--- config.mk ---
export PLATFORM = sky130hd
export DESIGN_NAME = pot_reg_bank
export DESIGN_NICKNAME = d
export VERILOG_FILES = /design/src/rtl/pot_bank_pkg.sv /design/src/rtl/pot_dr_array.sv /design/src/rtl/pot_wcr_bank.sv /design/src/rtl/pot_busy_timer.sv /design/src/rtl/pot_reg_bank.sv
export SDC_FILE = /design/constraint.sdc
export NUM_CORES = 1
export LEC_CHECK = 0
export BUFFER_PORTS_ARGS = -buffer_cell sky130_fd_sc_hd__buf_4
export CELL_PAD_IN_SITES_DETAIL_PLACEMENT = 0
export CELL_PAD_IN_SITES_GLOBAL_PLACEMENT = 1
export CORE_MARGIN = 5
export CORE_UTILIZATION = 37
export CTS_CLUSTER_SIZE = 30
export DETAILED_ROUTE_END_ITERATION = 8
export GPL_TIMING_DRIVEN = 0
export PLACE_DENSITY = 0.73
export SYNTH_ARGS = -nofsm -noshare
export SYNTH_HDL_FRONTEND = slang
export SYNTH_HIERARCHICAL = 1
export SYNTH_SLANG_ARGS = --single-unit
--- constraint.sdc ---
create_clock -name clk_i -period 3.1 [get_ports clk_i]
set_input_delay 0 -clock clk_i [delete_from_list [all_inputs] [get_ports clk_i]]
set_output_delay 0 -clock clk_i [all_outputs]
set_load 0.02 [all_outputs]
--- src/rtl/pot_bank_pkg.sv ---
package pot_bank_pkg;
  localparam int ADDR_W = 3;
  localparam logic [ADDR_W-1:0] STATUS_ADDR = 3'd7;

  // reset content of one storage cell: 16*row + pot
  function automatic logic [31:0] dr_seed(int row, int pot);
    return 32'(row * 16 + pot);
  endfunction
endpackage

--- src/rtl/pot_dr_array.sv ---
module pot_dr_array
  import pot_bank_pkg::*;
#(
  parameter int NUM_POTS = 4,
  parameter int NUM_ROWS = 4,
  parameter int DATA_W   = 8,
  localparam int ROW_W   = $clog2(NUM_ROWS),
  localparam int POT_W   = $clog2(NUM_POTS)
) (
  input  logic                       clk_i,
  input  logic                       rst_ni,
  input  logic                       we_i,
  input  logic [ROW_W-1:0]           wrow_i,
  input  logic [POT_W-1:0]           wpot_i,
  input  logic [DATA_W-1:0]          wdata_i,
  input  logic [ROW_W-1:0]           rrow_i,
  output logic [NUM_POTS*DATA_W-1:0] row_o
);
  localparam int CELLS = NUM_ROWS * NUM_POTS;

  logic [CELLS*DATA_W-1:0] cells;

  for (genvar r = 0; r < NUM_ROWS; r++) begin : g_row
    for (genvar p = 0; p < NUM_POTS; p++) begin : g_pot
      logic [DATA_W-1:0] cell_q;
      always_ff @(posedge clk_i or negedge rst_ni) begin
        if (!rst_ni) begin
          cell_q <= DATA_W'(dr_seed(r, p));
        end else if (we_i && wrow_i == ROW_W'(r) && wpot_i == POT_W'(p)) begin
          cell_q <= wdata_i;
        end
      end
      assign cells[(r*NUM_POTS+p)*DATA_W +: DATA_W] = cell_q;
    end
  end

  always_comb begin
    row_o = '0;
    for (int p = 0; p < NUM_POTS; p++) begin
      row_o[p*DATA_W +: DATA_W] = cells[(int'(rrow_i)*NUM_POTS+p)*DATA_W +: DATA_W];
    end
  end
endmodule

--- src/rtl/pot_wcr_bank.sv ---
module pot_wcr_bank
  import pot_bank_pkg::*;
#(
  parameter int NUM_POTS = 4,
  parameter int DATA_W   = 8,
  localparam int POT_W   = $clog2(NUM_POTS)
) (
  input  logic                       clk_i,
  input  logic                       rst_ni,
  input  logic                       load_row_i,
  input  logic [NUM_POTS*DATA_W-1:0] row_i,
  input  logic                       set_one_i,
  input  logic [POT_W-1:0]           one_idx_i,
  input  logic [DATA_W-1:0]          one_data_i,
  output logic [NUM_POTS*DATA_W-1:0] wiper_o
);
  for (genvar p = 0; p < NUM_POTS; p++) begin : g_wcr
    logic [DATA_W-1:0] wcr_q;
    // single-register set wins over the row copy
    always_ff @(posedge clk_i or negedge rst_ni) begin
      if (!rst_ni) begin
        wcr_q <= DATA_W'(dr_seed(0, p));
      end else if (set_one_i && one_idx_i == POT_W'(p)) begin
        wcr_q <= one_data_i;
      end else if (load_row_i) begin
        wcr_q <= row_i[p*DATA_W +: DATA_W];
      end
    end
    assign wiper_o[p*DATA_W +: DATA_W] = wcr_q;
  end
endmodule

--- src/rtl/pot_busy_timer.sv ---
module pot_busy_timer #(
  parameter int BUSY_CYCLES = 20,
  localparam int CNT_W      = $clog2(BUSY_CYCLES + 1)
) (
  input  logic clk_i,
  input  logic rst_ni,
  input  logic start_i,
  output logic busy_o
);
  logic [CNT_W-1:0] cnt_q;

  always_ff @(posedge clk_i or negedge rst_ni) begin
    if (!rst_ni) begin
      cnt_q <= '0;
    end else if (start_i) begin
      cnt_q <= CNT_W'(BUSY_CYCLES);
    end else if (cnt_q != '0) begin
      cnt_q <= cnt_q - 1'b1;
    end
  end

  assign busy_o = (cnt_q != '0);
endmodule

--- src/rtl/pot_reg_bank.sv ---
module pot_reg_bank
  import pot_bank_pkg::*;
#(
  parameter int NUM_POTS    = 4,
  parameter int NUM_ROWS    = 4,
  parameter int DATA_W      = 8,
  parameter int BUSY_CYCLES = 20
) (
  input  logic                       clk_i,
  input  logic                       rst_ni,
  input  logic                       wr_valid_i,
  input  logic [ADDR_W-1:0]          wr_addr_i,
  input  logic [DATA_W-1:0]          wr_data_i,
  input  logic                       wp_i,
  output logic [NUM_POTS*DATA_W-1:0] wiper_o,
  output logic                       busy_o,
  output logic [DATA_W-1:0]          status_o
);
  localparam int ROW_W = $clog2(NUM_ROWS);
  localparam int POT_W = $clog2(NUM_POTS);
  localparam logic [ADDR_W-1:0] POT_LIMIT = ADDR_W'(NUM_POTS);

  logic                       accept, sr_we, pot_we, dr_we;
  logic [ROW_W-1:0]           row_q, rd_row;
  logic                       nv_q;
  logic [POT_W-1:0]           pot_idx;
  logic [NUM_POTS*DATA_W-1:0] row_data;
  logic                       busy;
  logic                       unused_data_hi;

  assign accept  = wr_valid_i && !busy;
  assign sr_we   = accept && (wr_addr_i == STATUS_ADDR);
  assign pot_we  = accept && (wr_addr_i < POT_LIMIT);
  assign dr_we   = pot_we && nv_q && wp_i;
  assign pot_idx = wr_addr_i[POT_W-1:0];
  // a status write reads the row it is about to select
  assign rd_row  = sr_we ? wr_data_i[ROW_W:1] : row_q;
  assign unused_data_hi = ^wr_data_i[DATA_W-1:ROW_W+1];

  always_ff @(posedge clk_i or negedge rst_ni) begin
    if (!rst_ni) begin
      row_q <= '0;
      nv_q  <= 1'b0;
    end else if (sr_we) begin
      row_q <= wr_data_i[ROW_W:1];
      nv_q  <= wr_data_i[0];
    end
  end

  pot_dr_array #(
    .NUM_POTS(NUM_POTS),
    .NUM_ROWS(NUM_ROWS),
    .DATA_W  (DATA_W)
  ) u_dr (
    .clk_i  (clk_i),
    .rst_ni (rst_ni),
    .we_i   (dr_we),
    .wrow_i (row_q),
    .wpot_i (pot_idx),
    .wdata_i(wr_data_i),
    .rrow_i (rd_row),
    .row_o  (row_data)
  );

  pot_wcr_bank #(
    .NUM_POTS(NUM_POTS),
    .DATA_W  (DATA_W)
  ) u_wcr (
    .clk_i     (clk_i),
    .rst_ni    (rst_ni),
    .load_row_i(sr_we || dr_we),
    .row_i     (row_data),
    .set_one_i (pot_we),
    .one_idx_i (pot_idx),
    .one_data_i(wr_data_i),
    .wiper_o   (wiper_o)
  );

  pot_busy_timer #(
    .BUSY_CYCLES(BUSY_CYCLES)
  ) u_busy (
    .clk_i  (clk_i),
    .rst_ni (rst_ni),
    .start_i(dr_we),
    .busy_o (busy)
  );

  assign busy_o   = busy;
  assign status_o = {{(DATA_W-ROW_W-1){1'b0}}, row_q, nv_q};
endmodule

==> impl_metrics.json <==
{
  "clock_path_buffers": 2,
  "stdcell_area_um2": 9724,
  "cp.depth": 10,
  "overflow": 0,
  "hpwl_um": 12350,
  "hold_depth": 4,
  "synth_sequential_area_ratio_pct": 54.15,
  "finalWirelength_um": 19590,
  "dieHeight_um": 155.6,
  "cp_cell_sequence": "inv_2 > ha_4 > or4b_4 > nor2b_4 > nand4_4 > mux2_4 > buf_12 > mux4_2 > mux2_4 > mux2_4",
  "synth_top_area_share_pct": 42.09,
  "cpLargestDelayFamily": "multiplexers",
  "antenna_found_initial": 0,
  "hold_violations": 0,
  "cp_max_fo": 7,
  "slew_violations": 0,
  "synth_seq_cells": 168,
  "yosysUniqueCellTypes": 38,
  "grt_util_all_layers_pct": 16.68,
  "hp-class": "in2reg",
  "critPathLaunchType": "register",
  "first_iter_violations": 346,
  "ir_drop_uv": 343.1,
  "crit_required_ns": 3.40,
  "crit_arrival_ns": 3.39,
  "crit_top_cell": "mux2_4",
  "outcome": "complete, no violations",
  "synth_area_um2": 7848,
  "diodes": 0,
  "period_needed_ns": 3.089,
  "area_delta_synth_final_pct": 23.92,
  "avgViaCountPerCell": 5.229,
  "cp_num_buf_inv": 2,
  "numCtsBuffers": 17,
  "htreeDepth": 4,
  "fill_cells": 1860,
  "crit_path_end_kind": "register",
  "grt_pass1_wl_um": 30240,
  "synthTopCellsByArea": "dfrtp_1 42%, mux2_2 19%, dfstp_2 12%",
  "grt_max_degree": 91,
  "post_drt_wl_per_cell_um": 22.06,
  "design.core.area_um2": 20960,
  "cts_tree": "done",
  "clock_latency_ns": 0.42,
  "nets": 616,
  "fin_hold_ws_ns": 0.07275,
  "p_per_area_nw_per_um2": 740.0,
  "fin_ws_ns": 0.01057,
  "die_w_um": 155.6,
  "grt_setup_unrepaired": "true",
  "cap_violations": 0,
  "layout-drive-gt1-share_pct": 62.48,
  "row_count": 53,
  "initial_core_util_pct": 37.45,
  "crit_slowest_cell": "or4b_4",
  "clockRootBuffer": "clkbuf_16",
  "vias": 4643,
  "dpl-instance-area_um2": 8772,
  "async_reset_ff_share_pct": 100.0,
  "syn_avg_cell_area_um2": 15.89,
  "drtAntennaViolNets": 0,
  "reg2regPathDepth": 10,
  "clk_pin_slew_worst_paths_ns": 0.06,
  "critPathMaxStageDelay_ns": 0.51,
  "fmax_ghz": 0.3237,
  "worst_slew_pin_slew_ns": 0.6878,
  "synth_edf_count": 0,
  "yosysWarnings": 6,
  "clock_sinks": 168,
  "critical_path_class": "reg2reg",
  "gp_congestion": 0.7522,
  "syn_inst": 494,
  "fin_util_pct": 46.41,
  "grt_pass1_vias": 5054,
  "drc": 0,
  "boundaryPins": 56,
  "synth_largest_area_cell": "dfrtp_1",
  "die_area_um2": 24220,
  "fin_skew_ns": 0.008443,
  "pre_cts_slack_ns": -0.6236,
  "portBuffers": 50,
  "first_pass_iters": 5,
  "relSlewSlack_pct": 54.15,
  "min_period_over_period_pct": 99.66,
  "leakage_nw": 4.575,
  "finalPower_mw": 7.196,
  "setup_viol": 0,
  "synthFlopType": "dfrtp_1"
}
## worst paths after layout
check,start,endpoint,slack (ns)
min,wp_i,u_busy/cnt_q[1]$_DFFE_PN0P_,0.07
min reg2reg,u_dr/g_row[0].g_pot[2].cell_q[3]$_DFFE_PN0P_,u_dr/g_row[0].g_pot[2].cell_q[3]$_DFFE_PN0P_,0.49
max,u_busy/cnt_q[0]$_DFFE_PN0P_,u_wcr/g_wcr[0].wcr_q[6]$_DFFE_PN0P_,0.01
max reg2reg,u_busy/cnt_q[0]$_DFFE_PN0P_,u_wcr/g_wcr[0].wcr_q[6]$_DFFE_PN0P_,0.01
max in group asynchronous,rst_ni,u_dr/g_row[2].g_pot[2].cell_q[5]$_DFFE_PN1P_,2.08
min in group asynchronous,rst_ni,u_wcr/g_wcr[0].wcr_q[3]$_DFFE_PN0P_,0.13
## sequential cells by signal (all words and copies together), names as in the netlist
| signal | count |
|---|---|
| u_dr/g_row.g_pot.cell_q | 128 |
| u_wcr/g_wcr.wcr_q | 32 |
| u_busy/cnt_q | 5 |
| row_q | 2 |
| nv_q | 1 |
## layer usage
layer	global-route usage [%]	routed length, µm	vias to the layer above
met5	0	0	-
met4	4.377	237	0
met3	2.968	990	17
met2	26.99	9560	110
met1	23.40	8802	2489
li1	-	-	2027
## where the power goes
group / switching, mW / leakage, nW / internal [mW] / total (mW)
registers: 0.222 / 2.19 / 2.49 / 2.72
clock network: 0.832 / 0.290 / 1.33 / 2.16
logic: 1.06 / 2.10 / 1.26 / 2.32
## cell usage in the layout, fill, tap and decap left out, types with 9 or more instances in the layout
master	count
mux2_2	114
clkbuf_16	18
mux2_1	16
dfrtp_1	132
dlygate4sd3_1	9
o21ai_1	9
buf_4	76
mux2_4	49
dfstp_2	36
clkbuf_1	13
buf_6	9
mux4_2	32
## cell families after synthesis
| kind of cell | after synthesis | share of synthesized area [%] |
|---|---|---|
| AOI/OAI and AO/OA | 14 | 1.068 |
| and+or+nand+nor | 48 | 4.161 |
| DFF | 168 | 54.15 |
| muxes | 219 | 37.09 |
| adders and majority gates | 1 | 0.1594 |
| other | 1 | 0.04779 |
| xor gates and xnor gates | 1 | 0.1116 |
| buffers and inverters | 42 | 3.221 |
## tightest hold or removal path: cells and delay by family
| family | cells | cell delay [ns] |
|---|---|---|
| simple gates | 1 | 0.12 |
| compound gates | 1 | 0.05 |
| buf+inv | 2 | 0.29 |
## metrics by stage
step                std cells   TNS, ns
CTS                       871  -0.07157
detailed placement        824    -76.53
global placement          823    -62.66
finish                    888         0
floorplan                 498   -0.4951
global route              888    -1.685
## final cells by class
class                   count  area (µm²)  area share (%)
plain buffers              35       267.8           2.753
clock buffers              24       481.7           4.954
clock inverters             8       120.1           1.235
inverters                   5       18.77          0.1930
multi-input cells         288        3510           36.09
flip-flops and latches    168        4249           43.70
well taps                 275       344.1           3.538
repair buffers             85       733.2           7.540
## cell usage after synthesis, types with 2 or more instances
cell,instances
mux2_1,25
mux2_4,25
nand3b_1,2
or3_1,3
nor3b_1,2
buf_4,6
buf_6,8
clkbuf_1,12
nor2_1,3
o21ai_1,9
mux4_2,32
buf_2,10
dfrtp_1,132
nand3b_2,2
nor2_2,9
nand3_1,2
dfstp_2,36
nand4_1,8
mux2_2,129
inv_1,5
nand2b_1,5
a21oi_1,2
mux2i_1,8
nand2_1,5
## what timing repair did
action | CTS | global route
resized for setup | 17 | 6
setup buffers | 7 | 16
pin swaps | 1 | 1
cloned | 1 | 1
endpoints found under the hold margin | 150 | 0
hold buffers | 9 | 0
endpoints found under the setup margin | 160 | 68
Power figures use the tool's default switching activity.
